`config.mk`:
```
export PLATFORM = sky130hd
export DESIGN_NAME = bank_regfile
export DESIGN_NICKNAME = d
export VERILOG_FILES = /design/src/rtl/bgrf_pkg.sv /design/src/rtl/bgrf_bank_decode.sv /design/src/rtl/bgrf_index_map.sv /design/src/rtl/bgrf_storage.sv /design/src/rtl/bank_regfile.sv
export SDC_FILE = /design/constraint.sdc
export NUM_CORES = 2
export LEC_CHECK = 0
export ABC_AREA = 1
export CORE_MARGIN = 3
export CORE_UTILIZATION = 25
export DETAILED_ROUTE_END_ITERATION = 8
export HOLD_SLACK_MARGIN = 0.15
export SLEW_MARGIN = 10
export SYNTH_ARGS = -nofsm -noshare
export SYNTH_HDL_FRONTEND = slang
export SYNTH_SLANG_ARGS = --single-unit
```
`constraint.sdc`:
```
create_clock -name clk -period 1.9 [get_ports clk]
set_clock_uncertainty 0.1 [all_clocks]
set_input_delay 0.38 -clock clk [delete_from_list [all_inputs] [get_ports clk]]
set_output_delay 0.38 -clock clk [all_outputs]
set_load 0.02 [all_outputs]
```
`src/rtl/bgrf_pkg.sv`:
```
package bgrf_pkg;

  localparam int unsigned DEF_DATA_W   = 32;
  localparam int unsigned DEF_LOG_REGS = 16;
  localparam int unsigned DEF_BANKED   = 8;

  typedef enum logic {
    BANK_LO = 1'b0,
    BANK_HI = 1'b1
  } bank_e;

endpackage

```
`src/rtl/bgrf_bank_decode.sv`:
```
module bgrf_bank_decode
  import bgrf_pkg::*;
(
  input  logic  priv_mode,
  input  logic  bank_sel,
  output bank_e act_bank,
  output bank_e alt_bank
);

  always_comb begin
    if (priv_mode && bank_sel) begin
      act_bank = BANK_HI;
      alt_bank = BANK_LO;
    end else begin
      act_bank = BANK_LO;
      alt_bank = BANK_HI;
    end
  end

endmodule

```
`src/rtl/bgrf_index_map.sv`:
```
module bgrf_index_map
  import bgrf_pkg::*;
#(
  parameter int unsigned LOG_REGS = DEF_LOG_REGS,
  parameter int unsigned BANKED   = DEF_BANKED,
  parameter int unsigned LIDX_W   = $clog2(DEF_LOG_REGS),
  parameter int unsigned PIDX_W   = $clog2(DEF_LOG_REGS + DEF_BANKED)
) (
  input  logic [LIDX_W-1:0] lidx,
  input  bank_e             bank,
  output logic [PIDX_W-1:0] pidx
);

  logic is_banked;

  always_comb begin
    is_banked = (int'(lidx) < int'(BANKED));
    if (is_banked && (bank == BANK_HI)) begin
      pidx = PIDX_W'(int'(lidx) + int'(LOG_REGS));
    end else begin
      pidx = PIDX_W'(lidx);
    end
  end

endmodule

```
`src/rtl/bgrf_storage.sv`:
```
module bgrf_storage #(
  parameter int unsigned DATA_W    = 32,
  parameter int unsigned PHYS_REGS = 24,
  parameter int unsigned PIDX_W    = 5,
  parameter int unsigned NRD       = 3
) (
  input  logic                           clk,
  input  logic                           rst_n,
  input  logic                           wr_en,
  input  logic [PIDX_W-1:0]              wr_phys,
  input  logic [DATA_W-1:0]              wr_data,
  input  logic                           alt_en,
  input  logic [PIDX_W-1:0]              alt_phys,
  input  logic [DATA_W-1:0]              alt_data,
  input  logic [NRD-1:0][PIDX_W-1:0]     rd_phys,
  output logic [NRD-1:0][DATA_W-1:0]     rd_data
);

  logic [DATA_W-1:0] slot_q [PHYS_REGS];

  for (genvar s = 0; s < PHYS_REGS; s++) begin : g_slot
    logic              hit_main;
    logic              hit_alt;
    logic              slot_en;
    logic [DATA_W-1:0] slot_d;

    always_comb begin
      hit_main = wr_en  && (wr_phys  == PIDX_W'(s));
      hit_alt  = alt_en && (alt_phys == PIDX_W'(s));
      slot_en  = hit_main || hit_alt;
      slot_d   = hit_main ? wr_data : alt_data;
    end

    always_ff @(posedge clk or negedge rst_n) begin
      if (!rst_n) begin
        slot_q[s] <= '0;
      end else if (slot_en) begin
        slot_q[s] <= slot_d;
      end
    end
  end

  for (genvar p = 0; p < NRD; p++) begin : g_rd
    assign rd_data[p] = slot_q[rd_phys[p]];
  end

endmodule

```
`src/rtl/bank_regfile.sv`:
```
module bank_regfile
  import bgrf_pkg::*;
#(
  parameter int unsigned DATA_W   = DEF_DATA_W,
  parameter int unsigned LOG_REGS = DEF_LOG_REGS,
  parameter int unsigned BANKED   = DEF_BANKED,
  localparam int unsigned LIDX_W  = $clog2(LOG_REGS)
) (
  input  logic              clk,
  input  logic              rst_n,
  input  logic              priv_mode,
  input  logic              bank_sel,
  input  logic [LIDX_W-1:0] rd_a_idx,
  output logic [DATA_W-1:0] rd_a_data,
  input  logic [LIDX_W-1:0] rd_b_idx,
  output logic [DATA_W-1:0] rd_b_data,
  input  logic              wr_en,
  input  logic [LIDX_W-1:0] wr_idx,
  input  logic [DATA_W-1:0] wr_data,
  input  logic [LIDX_W-1:0] alt_rd_idx,
  output logic [DATA_W-1:0] alt_rd_data,
  input  logic              alt_wr_en,
  input  logic [LIDX_W-1:0] alt_wr_idx,
  input  logic [DATA_W-1:0] alt_wr_data
);

  localparam int unsigned PHYS_REGS = LOG_REGS + BANKED;
  localparam int unsigned PIDX_W    = $clog2(PHYS_REGS);
  localparam int unsigned NRD       = 3;
  localparam int unsigned NMAP      = NRD + 2;
  // map slots: 0 rd_a, 1 rd_b, 2 alt read, 3 write, 4 alt write
  localparam logic [NMAP-1:0] ALT_MASK = NMAP'(5'b10100);

  bank_e act_bank;
  bank_e alt_bank;

  logic [NMAP-1:0][LIDX_W-1:0] map_lidx;
  logic [NMAP-1:0][PIDX_W-1:0] map_pidx;
  logic [NRD-1:0][DATA_W-1:0]  rd_bus;

  bgrf_bank_decode u_decode (
    .priv_mode (priv_mode),
    .bank_sel  (bank_sel),
    .act_bank  (act_bank),
    .alt_bank  (alt_bank)
  );

  assign map_lidx[0] = rd_a_idx;
  assign map_lidx[1] = rd_b_idx;
  assign map_lidx[2] = alt_rd_idx;
  assign map_lidx[3] = wr_idx;
  assign map_lidx[4] = alt_wr_idx;

  for (genvar m = 0; m < NMAP; m++) begin : g_map
    bgrf_index_map #(
      .LOG_REGS (LOG_REGS),
      .BANKED   (BANKED),
      .LIDX_W   (LIDX_W),
      .PIDX_W   (PIDX_W)
    ) u_map (
      .lidx (map_lidx[m]),
      .bank (ALT_MASK[m] ? alt_bank : act_bank),
      .pidx (map_pidx[m])
    );
  end

  bgrf_storage #(
    .DATA_W    (DATA_W),
    .PHYS_REGS (PHYS_REGS),
    .PIDX_W    (PIDX_W),
    .NRD       (NRD)
  ) u_store (
    .clk      (clk),
    .rst_n    (rst_n),
    .wr_en    (wr_en),
    .wr_phys  (map_pidx[3]),
    .wr_data  (wr_data),
    .alt_en   (alt_wr_en),
    .alt_phys (map_pidx[4]),
    .alt_data (alt_wr_data),
    .rd_phys  (map_pidx[NRD-1:0]),
    .rd_data  (rd_bus)
  );

  assign rd_a_data   = rd_bus[0];
  assign rd_b_data   = rd_bus[1];
  assign alt_rd_data = rd_bus[2];

endmodule

```
======== Yosys cells after proc, flatten, opt, wreduce, memory -nomap -nowiden ========
Index checks and enable logic that the tools add are counted.
word-level totals
  bits in registers ....................... 768
  input bits .............................. 90
  output and inout port bits .............. 96
  word-level logic and storage cells ...... 206
operators by class
  $add $sub $neg .......................... 5
  order comparisons ....................... 8
  equality and inequality tests ........... 46
  mux-type cells .......................... 40
  bitwise gates (word level) .............. 3
  reduce and logical (&&, ||, !) cells .... 80
operators by type and width
  kind                 number
  $mux 32              30
  $bmux 32 s5          3
  $eq 5x4->1 const B   16
  $eq 5x5->1 const B   16
  $logic_and 1x1->1    54
  $eq 5x3->1 const B   8
  $add 4x5->5 const B  5
  $mux 5               5
  $logic_or 1x1->1     24
  $eq 5x2->1 const B   4
  $lt 4x4->1 const B   5
  $ge 6x6->1 const B   3
  $not 5->6            3
  $eq 5x1->1 const B   2
  $logic_not 5->1      2
  $mux 1               2

======== Depth between registers and ports, before layout ========
  word-level depth ........................ 8
  gate-level depth with buffers ........... 12
  gate-level depth less buffers ........... 10

======== Modules after synthesis ========
A second synthesis with hierarchy kept.
second synthesis, totals
  cells, all modules ...................... 9184
  area, all modules ....................... 57122.3 um^2
modules (own cells, without submodules)
  module            instances  cells an instance  area each (um^2)
  bgrf_storage      1          9152               56912.1
  bgrf_index_map    5          6                  40.0
  bgrf_bank_decode  1          2                  10.0

======== Worst setup path before layout ========
Ideal clock, no wire load.
  path kind ............................... input -> output
  start ................................... input rd_b_idx[0]
  end ..................................... output rd_b_data[16]
  arrival time ............................ 1670 ps
  slack ................................... -250 ps
  stages .................................. 11
  path buffers ............................ 4
  cells stage by stage .................... buf_2 buf_4 clkinv_1 buf_2 clkbuf_1 nand2_1 nand3_1 nand3_1 nand3_1 nand3_1 nand2_1
between the ends
  cells in the longest elaborated chain, start to end .. 7
  elaborated cells on any way between the ends .. 8
ends and longest elaborated chain
  what                                            RTL line              text
  from (decl)                                     bank_regfile.sv:15    input logic [LIDX_W-1:0] rd_b_idx,
  $lt 4x4->1                                      bgrf_index_map.sv:17  is_banked = (int'(lidx) < int'(BANKED));
  $logic_and 1x1->1                               bgrf_index_map.sv:18  if (is_banked && (bank == BANK_HI)) begin
  $mux 5 (*)                                      bgrf_index_map.sv:18
  $not 5->6 (implied by the code) (*)             bgrf_storage.sv:44    assign rd_data[p] = slot_q[rd_phys[p]];
  $bmux 32 s5 (*)                                 bgrf_storage.sv:44
  $mux 32 (implied by the code) (*) (2 in a row)  bgrf_storage.sv:44
  to (decl)                                       bank_regfile.sv:16    output logic [DATA_W-1:0] rd_b_data,
Mark *: on every way between the ends. The rest lies on a longest branch, timed or not. The select of a mux whose other input is x is not followed.

======== Worst setup path in the final report ========
  start ................................... register u_store.slot_q[335] in the netlist's numbering
  end ..................................... output alt_rd_data[15]
between the ends
  cells in the longest elaborated chain, start to end .. 3
ends and longest elaborated chain
  what                                        RTL line            text
  from (decl)                                 bgrf_storage.sv:19  logic [DATA_W-1:0] slot_q [PHYS_REGS];
  from (signal, indexed assignment)           bgrf_storage.sv:38  slot_q[s] <= slot_d;
  $bmux 32 s5                                 bgrf_storage.sv:44
  $mux 32 (implied by the code) (2 in a row)  bgrf_storage.sv:44
  to (decl)                                   bank_regfile.sv:21  output logic [DATA_W-1:0] alt_rd_data,
Every way passes these cells. The select of a mux whose other input is x is not followed.

==> impl_metrics.py <==
metrics = {
    "cells_and_area": {
        "area_delta_synth_final_pct": 51.6,
        "top_register": "u_store.slot_q",
        "fillers": 23649,
        "reg_top3": "u_store.slot_q x768",
        "final_area_um2": 86900,
        "drive_gt1_share_pct": 34.0,
        "layout_common_cells": "1908 x nand2_1, 1538 x o21ai_0, 1265 x buf_4",
        "fin_nets": 10415,
        "mostFrequentLayoutCell": "nand2_1",
        "largest_reg_flops": 768,
        "fin_util_pct": 38.2,
    },
    "logic_synthesis": {
        "ys_seq_elements": 768,
        "synth_top_area_cell": "dfrtp_1",
        "async_flop_share_pct": 100,
        "synth_area_um2": 57300,
        "synth.distinct_cells": 27,
        "yosysSeqAreaShare_pct": 33.5,
        "synth.area.top_cells": "dfrtp_1 34%, nand2_1 15%, o21ai_0 15%",
        "synth_compound_area_share_pct": 23.8,
        "synth_top_area_share_pct": 33.5,
        "synthesis.nets": 9255,
        "synthXorXnorAreaFrac_pct": 0,
        "synthMuxAreaShare_pct": 0,
        "synth_adder_area_share_pct": 0,
        "syn_inst": 9165,
        "synth_edf_count": 0,
        "yosys_most_used_dff": "dfrtp_1",
        "yosys.area_share.simple_pct": 31.5,
        "post_synth.cell_area_avg_um2": 6.25,
        "synth_top_family_by_area": "simple AND/OR/NAND/NOR gates",
        "yosysWarnings": 0,
    },
    "floorplan": {
        "dieArea_um2": 235000,
        "die_h_um": 485,
        "fp-row-count": 175,
        "coreArea_um2": 228000,
        "start_util_pct": 25.2,
        "io_pins": 186,
        "die_w_um": 485,
    },
    "cts": {
        "cts_num_sinks": 768,
        "cts_root_buf": "clkbuf_16",
        "cts_tree": "done",
        "cts_max_path_buffers": 3,
        "clk_latency_ns": 0.81,
        "h-tree-depth": 3,
        "clk_pin_slew_worst_paths_ns": 0.06,
        "cts_buffers": 100,
    },
    "place": {
        "dp_hpwl_mm": 260,
        "placed_cell_area_um2": 75900,
        "pre_cts_slack_ns": -1.11,
        "port_buffers": 185,
        "routabilityCongestion": 1.03,
    },
    "global_route": {
        "grt.total_usage_pct": 30.1,
        "antenna_found_initial": 34,
        "grt_overflow": 0,
        "grt_max_degree": 76,
        "grt_pass1_vias": 70338,
        "grt_pass1_wl_mm": 519,
    },
    "setup_path": {
        "arrival_ns": 2.11,
        "startpoint_type": "flip-flop",
        "reg2reg_to": "u_store.slot_q[349]$_DFFE_PN0P_",
        "crit_path_end_kind": "output pin",
        "path_buf_inv": 3,
        "regToRegSetupSlack_ns": 0.78,
        "slowest_stage": "dfrtp_1",
        "crit_top_cell": "nand2_2",
        "required_ns": 1.42,
        "max_stage_delay_ns": 0.42,
        "reg2regPathDepth": 5,
        "worst-setup-path-type": "reg2out",
        "path_delay_family": "simple AND/OR/NAND/NOR gates",
        "crit_path_cell_trace": "buf_6 > inv_4 > nand2_2 > nand3_2 > nand3_2 > nand3_2 > nand2_2 > nand2_2 > nand2_2 > buf_6",
        "crit_fanout": 2,
        "r2r-start": "u_store.slot_q[349]$_DFFE_PN0P_",
    },
    "sta": {
        "finalHoldViolations": 0,
        "rsz0062_at_grt": "yes",
        "fmax_ghz": 0.386,
        "tightest_slew_ns": 0.683,
        "finalWorstSetupSlack_ns": -0.692,
        "period_share_pct": 136,
        "hold_ws_ns": 0.176,
        "fin_crit_ns": 2.59,
        "drv_slew": 0,
        "relSlewSlack_pct": 54.0,
        "setup_violations": 96,
    },
    "drt": {
        "dr.first_iter.drc_count": 12475,
        "routed_wl_mm": 379,
        "via_per_inst": 5.83,
        "routedWlPerCell_um": 28.2,
        "ant_nets": 0,
        "firstDrtPassIters": 9,
        "drcViolationCount": 0,
        "vias": 78334,
    },
    "worst_hold_path": {
        "holdPathStages": 3,
        "hold_start": "alt_wr_data[14]",
        "min_to": "u_store.slot_q[334]$_DFFE_PN0P_",
        "hp-class": "in2reg",
    },
    "power": {
        "finalPower_w": 0.0747,
        "sw_frac_of_total_pct": 39.1,
        "p_comb_share_pct": 40.7,
        "ir_drop_mv": 0.756,
        "power_switching_w": 0.0292,
        "sequentialPowerShare_pct": 31.9,
        "leakagePower_nw": 40.1,
        "p_int_w": 0.0455,
        "power_density_nw_per_um2": 859,
        "power.share.clock_pct": 27.4,
    },
    "status": {
        "status": "finished, violations left",
        "violations": "setup timing",
    },
    "flow_run": {
        "max_cap_viol_count": 0,
    },
}
layer usage:
metal | vias to the layer above | part of all wire [%] | global-route usage [%] | wire, um
met2 | 6554 | 40 | 42.3 | 151000
met5 | - | 0.034 | 0.0408 | 129
li1 | 33183 | - | - | -
met4 | 16 | 9.7 | 23.4 | 36700
met1 | 36872 | 35 | 37.2 | 134000
met3 | 1709 | 15 | 10.9 | 56900
how the worst max path moves through the flow:
stage | start | endpoint | slack, ns | depth (start not counted)
4_1_cts | priv_mode | rd_a_data[9] | -0.72 | 9
6_report | u_store.slot_q[335]$_DFFE_PN0P_ | alt_rd_data[15] | -0.69 | 10
3_3_place_gp | priv_mode | rd_a_data[14] | -1.10 | 8
5_1_grt | u_store.slot_q[495]$_DFFE_PN0P_ | alt_rd_data[15] | -0.73 | 10
3_5_place_dp | priv_mode | rd_a_data[8] | -1.11 | 8
2_1_floorplan | rd_b_idx[1] | rd_b_data[16] | -0.004 | 8
metrics by stage:
| step | setup TNS (ns) | instances |
|---|---|---|
| CTS | -113.61 | 13261 |
| finish | -55.28 | 13432 |
| global placement | -688.48 | 13047 |
| floorplan | -0.0155 | 9165 |
| global route | -59.92 | 13423 |
| detailed placement | -700.98 | 13047 |
cell families after synthesis:
| logic type | Yosys count |
|---|---|
| compound gates | 2555 |
| buf+inv | 1637 |
| flops | 768 |
| simple gates | 4205 |
timing repair:
item / 4_1_cts / 5_1_grt
hold endpoints to repair: 768 / 0
hold buffers: 2 / 0
pin swaps: 241 / 615
buffers inserted: 42 / 143
resized for setup: 921 / 1340
cloned: 1 / 10
endpoints found under the setup margin: 522 / 685
synth_stat cells (2+ instances only):
master    number
nor2_2         4
o21ai_0     1692
nand2_2        7
clkinv_1      19
o211ai_1     249
buf_4          4
inv_2         19
buf_1         98
clkbuf_2       2
o22ai_1       93
clkbuf_1     576
nor2_4        14
nand4_1        2
o221ai_1      29
o21ai_2        4
buf_2        191
nor2_1       204
o21ai_1       47
nand3_1     1656
nand2_1     2314
a21oi_1      441
dfrtp_1      768
inv_1        728
final cells by class:
type | instances | area, um2 | share of cell area (%)
multi-input cells | 6760 | 37200 | 42.8
clock buffers | 156 | 3030 | 3.49
inverters | 766 | 3000 | 3.45
flip-flops and latches | 768 | 19200 | 22.1
clock inverters | 22 | 337 | 0.387
repair buffers | 1928 | 20300 | 23.4
well taps | 3009 | 3760 | 4.33
diodes | 22 | 55.1 | 0.0634
repair inverters | 1 | 11.3 | 0.0130
power by group through the flow:
stage / Clock, W / Combinational (W) / Sequential (W)
2_1_floorplan: 0 / 0.0127 / 0.0227
3_3_place_gp: 0 / 0.0249 / 0.0233
3_5_place_dp: 0 / 0.0251 / 0.0234
4_1_cts: 0.0204 / 0.0263 / 0.0233
5_1_grt: 0.0211 / 0.0325 / 0.0241
6_report: 0.0205 / 0.0304 / 0.0238
worst register-to-register path: cells and delay by family (launching register included):
kind	cells	cell delay, ns
buffers and inverters	4	0.42
flip-flops	1	0.35
AO/OA/AOI/OAI	1	0.16
No activity file was read; power rests on OpenSTA's default activity.
